`src/rtl/pr_i2c_pkg.sv`:
```
`timescale 1ns/1ps
package pr_i2c_pkg;
  localparam int BYTE_W = 8;
  localparam int WORD_W = 2 * BYTE_W;
  localparam int ADDR_W = BYTE_W - 1;
  localparam int CNT_W  = $clog2(BYTE_W + 1);

  typedef enum logic [2:0] {
    ST_IDLE,
    ST_ADDR,
    ST_ADDR_ACK,
    ST_WR_BYTE,
    ST_WR_ACK,
    ST_RD_BYTE,
    ST_RD_ACK,
    ST_WAIT
  } eng_state_e;
endpackage

```
`src/rtl/pr_i2c_rst_sync.sv`:
```
`timescale 1ns/1ps
module pr_i2c_rst_sync #(
  parameter int STAGES = 2
) (
  input  logic clk_i,
  input  logic rst_ni,
  output logic rst_no
);
  logic [STAGES-1:0] chain_q;
  logic [STAGES-1:0] chain_d;

  always_comb chain_d = {chain_q[STAGES-2:0], 1'b1};

  always_ff @(posedge clk_i or negedge rst_ni) begin
    if (!rst_ni) chain_q <= '0;
    else         chain_q <= chain_d;
  end

  assign rst_no = chain_q[STAGES-1];
endmodule

```
`src/rtl/pr_i2c_line_mon.sv`:
```
`timescale 1ns/1ps
module pr_i2c_line_mon #(
  parameter int STAGES = 2
) (
  input  logic clk_i,
  input  logic rst_ni,
  input  logic scl_i,
  input  logic sda_i,
  output logic scl_s_o,
  output logic sda_s_o,
  output logic scl_rise_o,
  output logic scl_fall_o,
  output logic start_o,
  output logic stop_o
);
  localparam int LINES = 2;
  localparam int IDX_SCL = 0;
  localparam int IDX_SDA = 1;

  logic [LINES-1:0] raw;
  logic [LINES-1:0] synced;
  logic [LINES-1:0] prev_q;

  assign raw = {sda_i, scl_i};

  for (genvar g = 0; g < LINES; g++) begin : g_line
    logic [STAGES-1:0] ff_q;
    logic [STAGES-1:0] ff_d;
    always_comb ff_d = {ff_q[STAGES-2:0], raw[g]};
    always_ff @(posedge clk_i or negedge rst_ni) begin
      if (!rst_ni) ff_q <= '1;
      else         ff_q <= ff_d;
    end
    assign synced[g] = ff_q[STAGES-1];
  end

  always_ff @(posedge clk_i or negedge rst_ni) begin
    if (!rst_ni) prev_q <= '1;
    else         prev_q <= synced;
  end

  assign scl_s_o    = synced[IDX_SCL];
  assign sda_s_o    = synced[IDX_SDA];
  assign scl_rise_o = synced[IDX_SCL] & ~prev_q[IDX_SCL];
  assign scl_fall_o = ~synced[IDX_SCL] & prev_q[IDX_SCL];
  assign start_o    = synced[IDX_SCL] & prev_q[IDX_SCL] &
                      prev_q[IDX_SDA] & ~synced[IDX_SDA];
  assign stop_o     = synced[IDX_SCL] & prev_q[IDX_SCL] &
                      ~prev_q[IDX_SDA] & synced[IDX_SDA];
endmodule

```
`src/rtl/pr_i2c_engine.sv`:
```
`timescale 1ns/1ps
module pr_i2c_engine
  import pr_i2c_pkg::*;
(
  input  logic              clk_i,
  input  logic              rst_ni,
  input  logic [ADDR_W-1:0] dev_addr_i,
  input  logic              scl_s_i,
  input  logic              sda_s_i,
  input  logic              scl_rise_i,
  input  logic              scl_fall_i,
  input  logic              start_i,
  input  logic              stop_i,
  input  logic [WORD_W-1:0] word_i,
  output logic              sda_oe_o,
  output logic              byte_vld_o,
  output logic [BYTE_W-1:0] byte_o,
  output logic              pair_clr_o
);
  localparam logic [CNT_W-1:0] CNT_FULL = CNT_W'(BYTE_W);

  eng_state_e        state_q, state_d;
  logic [CNT_W-1:0]  cnt_q, cnt_d;
  logic [BYTE_W-1:0] sh_q, sh_d;
  logic [WORD_W-1:0] tx_q, tx_d;
  logic              oe_q, oe_d;
  logic              rdsel_q, rdsel_d;
  logic              mack_q, mack_d;
  logic              vld_q, vld_d;
  logic              clr_q, clr_d;
  logic              shift_in;
  logic              byte_full;

  assign shift_in  = scl_rise_i && (cnt_q < CNT_FULL);
  assign byte_full = scl_fall_i && (cnt_q == CNT_FULL);

  always_comb begin
    state_d = state_q;
    cnt_d   = cnt_q;
    sh_d    = sh_q;
    tx_d    = tx_q;
    oe_d    = oe_q;
    rdsel_d = rdsel_q;
    mack_d  = mack_q;
    vld_d   = 1'b0;
    clr_d   = 1'b0;
    if (start_i) begin
      state_d = ST_ADDR;
      cnt_d   = '0;
      oe_d    = 1'b0;
      clr_d   = 1'b1;
    end else if (stop_i) begin
      state_d = ST_IDLE;
      oe_d    = 1'b0;
      clr_d   = 1'b1;
    end else begin
      unique case (state_q)
        ST_ADDR: begin
          if (shift_in) begin
            sh_d  = {sh_q[BYTE_W-2:0], sda_s_i};
            cnt_d = cnt_q + 1'b1;
          end
          if (byte_full) begin
            if (sh_q[BYTE_W-1:1] == dev_addr_i) begin
              state_d = ST_ADDR_ACK;
              oe_d    = 1'b1;
              tx_d    = word_i;
              rdsel_d = 1'b0;
            end else begin
              state_d = ST_WAIT;
            end
          end
        end
        ST_ADDR_ACK: begin
          if (scl_fall_i) begin
            cnt_d = '0;
            if (sh_q[0]) begin
              state_d = ST_RD_BYTE;
              oe_d    = ~tx_q[WORD_W-1];
            end else begin
              state_d = ST_WR_BYTE;
              oe_d    = 1'b0;
            end
          end
        end
        ST_WR_BYTE: begin
          if (shift_in) begin
            sh_d  = {sh_q[BYTE_W-2:0], sda_s_i};
            cnt_d = cnt_q + 1'b1;
          end
          if (byte_full) begin
            state_d = ST_WR_ACK;
            oe_d    = 1'b1;
          end
        end
        ST_WR_ACK: begin
          if (scl_fall_i) begin
            state_d = ST_WR_BYTE;
            oe_d    = 1'b0;
            cnt_d   = '0;
            vld_d   = 1'b1;
          end
        end
        ST_RD_BYTE: begin
          if (shift_in) cnt_d = cnt_q + 1'b1;
          if (scl_fall_i && (cnt_q != '0)) begin
            tx_d = {tx_q[WORD_W-2:0], 1'b0};
            if (cnt_q == CNT_FULL) begin
              state_d = ST_RD_ACK;
              oe_d    = 1'b0;
            end else begin
              oe_d = ~tx_q[WORD_W-2];
            end
          end
        end
        ST_RD_ACK: begin
          if (scl_rise_i) mack_d = sda_s_i;
          if (scl_fall_i) begin
            if (!mack_q && !rdsel_q) begin
              state_d = ST_RD_BYTE;
              rdsel_d = 1'b1;
              cnt_d   = '0;
              oe_d    = ~tx_q[WORD_W-1];
            end else begin
              state_d = ST_WAIT;
            end
          end
        end
        default: ;
      endcase
    end
  end

  always_ff @(posedge clk_i or negedge rst_ni) begin
    if (!rst_ni) begin
      state_q <= ST_IDLE;
      cnt_q   <= '0;
      sh_q    <= '0;
      tx_q    <= '0;
      oe_q    <= 1'b0;
      rdsel_q <= 1'b0;
      mack_q  <= 1'b1;
      vld_q   <= 1'b0;
      clr_q   <= 1'b0;
    end else begin
      state_q <= state_d;
      cnt_q   <= cnt_d;
      sh_q    <= sh_d;
      tx_q    <= tx_d;
      oe_q    <= oe_d;
      rdsel_q <= rdsel_d;
      mack_q  <= mack_d;
      vld_q   <= vld_d;
      clr_q   <= clr_d;
    end
  end

  assign sda_oe_o   = oe_q;
  assign byte_vld_o = vld_q;
  assign byte_o     = sh_q;
  assign pair_clr_o = clr_q;

  // the data line only moves while the clock line is low
  p_oe_scl_low_r4: assert property (@(posedge clk_i) disable iff (!rst_ni)
    (oe_q != $past(oe_q)) |-> !scl_s_i);
  // a stop always lands in idle
  p_stop_idle_r1: assert property (@(posedge clk_i) disable iff (!rst_ni)
    (stop_i && !start_i) |=> (state_q == ST_IDLE));
  // acknowledge phases hold the line low
  p_ack_drive_r2: assert property (@(posedge clk_i) disable iff (!rst_ni)
    ((state_q == ST_ADDR_ACK) || (state_q == ST_WR_ACK)) |-> oe_q);
  // a silenced slave never pulls the line
  p_wait_quiet_r3: assert property (@(posedge clk_i) disable iff (!rst_ni)
    (state_q == ST_WAIT) |-> !oe_q);
endmodule

```
`src/rtl/pr_i2c_pair_reg.sv`:
```
`timescale 1ns/1ps
module pr_i2c_pair_reg
  import pr_i2c_pkg::*;
(
  input  logic              clk_i,
  input  logic              rst_ni,
  input  logic              byte_vld_i,
  input  logic [BYTE_W-1:0] byte_i,
  input  logic              clr_i,
  output logic [WORD_W-1:0] word_o,
  output logic              stb_o
);
  logic [BYTE_W-1:0] hi_q, hi_d;
  logic              have_q, have_d;
  logic [WORD_W-1:0] word_q, word_d;
  logic              stb_q, stb_d;

  always_comb begin
    hi_d   = hi_q;
    have_d = have_q;
    word_d = word_q;
    stb_d  = 1'b0;
    if (clr_i) begin
      have_d = 1'b0;
    end else if (byte_vld_i) begin
      if (!have_q) begin
        hi_d   = byte_i;
        have_d = 1'b1;
      end else begin
        word_d = {hi_q, byte_i};
        stb_d  = 1'b1;
        have_d = 1'b0;
      end
    end
  end

  always_ff @(posedge clk_i or negedge rst_ni) begin
    if (!rst_ni) begin
      hi_q   <= '0;
      have_q <= 1'b0;
      word_q <= '0;
      stb_q  <= 1'b0;
    end else begin
      hi_q   <= hi_d;
      have_q <= have_d;
      word_q <= word_d;
      stb_q  <= stb_d;
    end
  end

  assign word_o = word_q;
  assign stb_o  = stb_q;

  // strobe lasts one cycle
  p_stb_single_r5: assert property (@(posedge clk_i) disable iff (!rst_ni)
    stb_q |=> !stb_q);
  // the word never moves without a strobe
  p_word_hold_r7: assert property (@(posedge clk_i) disable iff (!rst_ni)
    (word_q != $past(word_q)) |-> stb_q);
  // a clear never produces an update
  p_clear_no_stb_r7: assert property (@(posedge clk_i) disable iff (!rst_ni)
    clr_i |=> !stb_q);
endmodule

```
`src/rtl/pair_reg_i2c_slave.sv`:
```
`timescale 1ns/1ps
module pair_reg_i2c_slave
  import pr_i2c_pkg::*;
#(
  parameter int SYNC_STAGES = 2,
  parameter int RST_STAGES  = 2
) (
  input  logic              clk_i,
  input  logic              rst_ni,
  input  logic [ADDR_W-1:0] dev_addr_i,
  input  logic              scl_i,
  input  logic              sda_i,
  output logic              sda_oe_o,
  output logic [WORD_W-1:0] word_o,
  output logic              word_stb_o
);
  logic              rst_n_s;
  logic              scl_s, sda_s, scl_rise, scl_fall, start_det, stop_det;
  logic              byte_vld, pair_clr;
  logic [BYTE_W-1:0] byte_val;

  pr_i2c_rst_sync #(.STAGES(RST_STAGES)) u_rst (
    .clk_i (clk_i),
    .rst_ni(rst_ni),
    .rst_no(rst_n_s)
  );

  pr_i2c_line_mon #(.STAGES(SYNC_STAGES)) u_mon (
    .clk_i     (clk_i),
    .rst_ni    (rst_n_s),
    .scl_i     (scl_i),
    .sda_i     (sda_i),
    .scl_s_o   (scl_s),
    .sda_s_o   (sda_s),
    .scl_rise_o(scl_rise),
    .scl_fall_o(scl_fall),
    .start_o   (start_det),
    .stop_o    (stop_det)
  );

  pr_i2c_engine u_eng (
    .clk_i     (clk_i),
    .rst_ni    (rst_n_s),
    .dev_addr_i(dev_addr_i),
    .scl_s_i   (scl_s),
    .sda_s_i   (sda_s),
    .scl_rise_i(scl_rise),
    .scl_fall_i(scl_fall),
    .start_i   (start_det),
    .stop_i    (stop_det),
    .word_i    (word_o),
    .sda_oe_o  (sda_oe_o),
    .byte_vld_o(byte_vld),
    .byte_o    (byte_val),
    .pair_clr_o(pair_clr)
  );

  pr_i2c_pair_reg u_pair (
    .clk_i     (clk_i),
    .rst_ni    (rst_n_s),
    .byte_vld_i(byte_vld),
    .byte_i    (byte_val),
    .clr_i     (pair_clr),
    .word_o    (word_o),
    .stb_o     (word_stb_o)
  );
endmodule

```
`config.mk`:
```
export PLATFORM = sky130hd
export DESIGN_NAME = pair_reg_i2c_slave
export DESIGN_NICKNAME = d
export VERILOG_FILES = /design/src/rtl/pr_i2c_pkg.sv /design/src/rtl/pr_i2c_rst_sync.sv /design/src/rtl/pr_i2c_line_mon.sv /design/src/rtl/pr_i2c_engine.sv /design/src/rtl/pr_i2c_pair_reg.sv /design/src/rtl/pair_reg_i2c_slave.sv
export SDC_FILE = /design/constraint.sdc
export NUM_CORES = 1
export LEC_CHECK = 0
export BUFFER_PORTS_ARGS = -buffer_cell sky130_fd_sc_hd__buf_4
export CAP_MARGIN = 20
export CORE_ASPECT_RATIO = 0.5
export CORE_MARGIN = 2
export CORE_UTILIZATION = 27
export CTS_CLUSTER_SIZE = 40
export DETAILED_ROUTE_END_ITERATION = 8
export SYNTH_ARGS = -nofsm -noshare
export SYNTH_HDL_FRONTEND = slang
export SYNTH_HIERARCHICAL = 1
export SYNTH_SLANG_ARGS = --single-unit
```
`constraint.sdc`:
```
create_clock -name clk_i -period 3.42 [get_ports clk_i]
set_clock_uncertainty 0.15 [all_clocks]
set_input_delay 0.513 -clock clk_i [delete_from_list [all_inputs] [get_ports clk_i]]
set_output_delay 0.513 -clock clk_i [all_outputs]
set_load 0.02 [all_outputs]
```
==> flow_summary.yaml <==
floorplanning:
  core_area_sq_um: 11840
  die_w_um: 160.1
  die-area_sq_um: 13130
  chipHeight_um: 82.04
  fp-row-count: 28
  ios: 29
  start_util_pct: 27.77
sta:
  hold_viol: 0
  setup_tns_ps: 0
  fin_ws_ps: 891.6
  max_clock_freq_ghz: 0.3955
  worst_slew_pin_slew_ps: 619.8
  timing.final.crit_share_pct: 73.93
  period_needed_ps: 2528
  relSlewSlack_pct: 58.68
  setup_viol: 0
  drv_slew: 0
  grt_setup_unrepaired: "false"
global_routing:
  grt_pass1_wl_um: 10350
  grt.total_usage_pct: 10.16
  grt_max_degree: 50
  grt-ovfl-total: 0
  grt_pass1_vias: 1985
  antenna_found_initial: 0
worst_setup_path:
  start_kind: "flip-flop"
  crit_type: "reg2reg"
  cp.arrival_ps: 2590
  required_ps: 3480
  cp_max_fo: 16
  end_kind: "flip-flop"
hold_path:
  hp-class: "reg2async"
routing:
  post_drt_wl_per_cell_um: 13.65
  routed_wl_um: 6224
  drt_iter0_drc: 142
  vias: 2008
  dr.pass1.iters: 4
  via_per_inst: 4.404
  ant_nets: 0
  drc_errors: 0
yosys:
  ys_ff_latch: 70
  syn_area_sq_um: 3288
  synth_ff_type: "dfrtp_1"
  ys_async_sr_fraction_pct: 100.0
  postSynthCellCount: 252
  yosysWarningCount: 6
  synth_top_area_share_pct: 47.95
  yosysMostFrequentCell: "dfrtp_1"
  synth_cell_type_count: 51
  synth_edf_count: 0
  synth_top_cell_by_area: "dfrtp_1"
  synth_nets: 265
  netlist_top_cells_area: "dfrtp_1 48%, mux2_2 18%, dfstp_2 5.6%, mux2_4 4.1%, xor2_1 1.9%"
  synth_common_cells: "63 x dfrtp_1, 54 x mux2_2, 12 x inv_1, 12 x nand2_1, 10 x o21ai_0"
  synth-seq-area-share_pct: 53.54
  syn_area_per_cell_sq_um: 13.05
power_and_ir_drop:
  netSwitchingFraction_pct: 30.61
  p_per_area_nw_per_um2: 688.1
  combPwrFrac_pct: 20.6
  ir_drop_uv: 327.7
  p_leak_nw: 1.923
  internal_power_w: 0.001906
  p_seq_share_pct: 43.2
  clkPwrFrac_pct: 36.1
  p_switching_w: 0.0008406
run_status:
  outcome: "complete, no violations"
clock_tree:
  cts_tree: "yes"
  cts-htree-levels: 3
  cts_root_buf: "clkbuf_16"
  cts_sinks: 70
  clk_pin_slew_ps: 60
  clkLatencyLatePin_ps: 330
  cts_repair_resize_count: 0
  cts_max_path_buffers: 2
  cts_inserted_buffers: 9
flow_run:
  max-cap-violations: 0
placement:
  place_area_sq_um: 3659
  gp_congestion: 0.8636
  dp.cells: 439
  portBuffers: 28
  dp_hpwl_um: 4275
  dpl_worst_slack_ps: 901.8
cells_and_area:
  syn_to_final_growth_pct: 21.39
  layout-drive-gt1-share_pct: 42.96
  stdcell_area_sq_um: 3991
  stdcell_count: 456
  finalNetCount: 299
  n_antenna_cell: 0
[state kept, by name (all words and copies together), names as in the netlist]
name and cells:
u_eng/byte_vld_o 1, u_eng/tx_q 16, u_eng/mack_q 1, u_pair/hi_q 8, u_eng/state_q 3, u_mon/prev_q 2
u_eng/byte_o 8, u_eng/rdsel_q 1, u_rst/chain_q 2, u_eng/cnt_q 4, u_pair/word_o 16, u_pair/stb_o 1
u_eng/pair_clr_o 1, u_mon/g_line.ff_q 4, u_eng/sda_oe_o 1, u_pair/have_q 1
[final timing paths]
check	slack, ps	cells past startpoint	startpoint	end
worst max-delay path	890	7	u_mon/g_line[1].ff_q[1]	u_eng/tx_q[13]
worst max register to register	890	7	u_mon/g_line[1].ff_q[1]	u_eng/tx_q[13]
worst min register to register	50	0	u_rst/chain_q[1]	u_eng/byte_o[1]
min in group clk_i	140	1	sda_i	u_mon/g_line[1].ff_q[0]
worst min-delay path	50	0	u_rst/chain_q[1]	u_eng/byte_o[1]
max in group asynchronous	2090	1	u_rst/chain_q[1]	u_eng/state_q[1]
[worst max-delay path, stage by stage (launching register included)]
cell	delay (ps)
dfstp_2	560
and4b_1	260
nor2_2	260
nand2_1	170
nor3_4	210
a31o_1	160
buf_4	270
mux2_2	370
[logic make-up (layout without fill, tap and decap cells)]
group	after synthesis	in the layout	share of synthesized area [%]
adders and majority gates	2	2	0.7609
xor gates and xnor gates	8	8	2.131
buffers and inverters	21	60	3.500
other	1	1	0.1140
muxes	66	66	23.52
and+or+nand+nor	53	53	10.16
AOI/OAI and AO/OA	31	31	6.279
DFF	70	70	53.54
[per-stage QoR]
stage / power [W] / hold slack (ps) / util (%)
after floorplan: 0.001603 / 67.41 / -
after global placement: 0.001766 / 65.50 / 30.90
after detailed placement: 0.001770 / 69.65 / 30.90
after CTS: 0.002776 / 73.14 / 33.71
after global routing: 0.002905 / 110.7 / 33.71
final: 0.002746 / 54.81 / 33.71
[placed cells by master (no fill, tap or decap), types with 9 or more instances in the layout]
master	n
o21ai_0	10
clkbuf_16	9
buf_4	31
nand2_1	12
inv_1	12
dfrtp_1	62
mux2_2	54
mux2_4	9
[metal layers]
metal	GRT usage [%]	part of all wire, %	up-vias
li1	-	-	970
met1	13.63	50	992
met2	15.80	46	37
met3	2.727	3.0	9
met4	4.054	1.3	0
met5	0	0	-
[area by class of cell]
class / instances / area, sq um
well taps: 165 / 206.4
clock buffers: 9 / 225.2
fillers: 1200 / 7850
multi-input cells: 161 / 1413
inverters: 12 / 45.04
clock inverters: 7 / 97.59
repair buffers: 32 / 242.7
flip-flops and latches: 70 / 1762
[what timing repair did]
action / CTS / global route
endpoints found under the hold margin: 2 / 0
hold buffers: 1 / 0
setup buffers: 0 / 0
[power groups by stage]
stage          registers (W)  logic [W]  clock network [W]
2_1_floorplan        0.00112   0.000487                  0
3_3_place_gp         0.00120   0.000562                  0
3_5_place_dp         0.00120   0.000566                  0
4_1_cts              0.00119   0.000570            0.00102
5_1_grt              0.00122   0.000630            0.00105
6_report             0.00119   0.000567           0.000993
No activity file was read; power rests on OpenSTA's default activity.
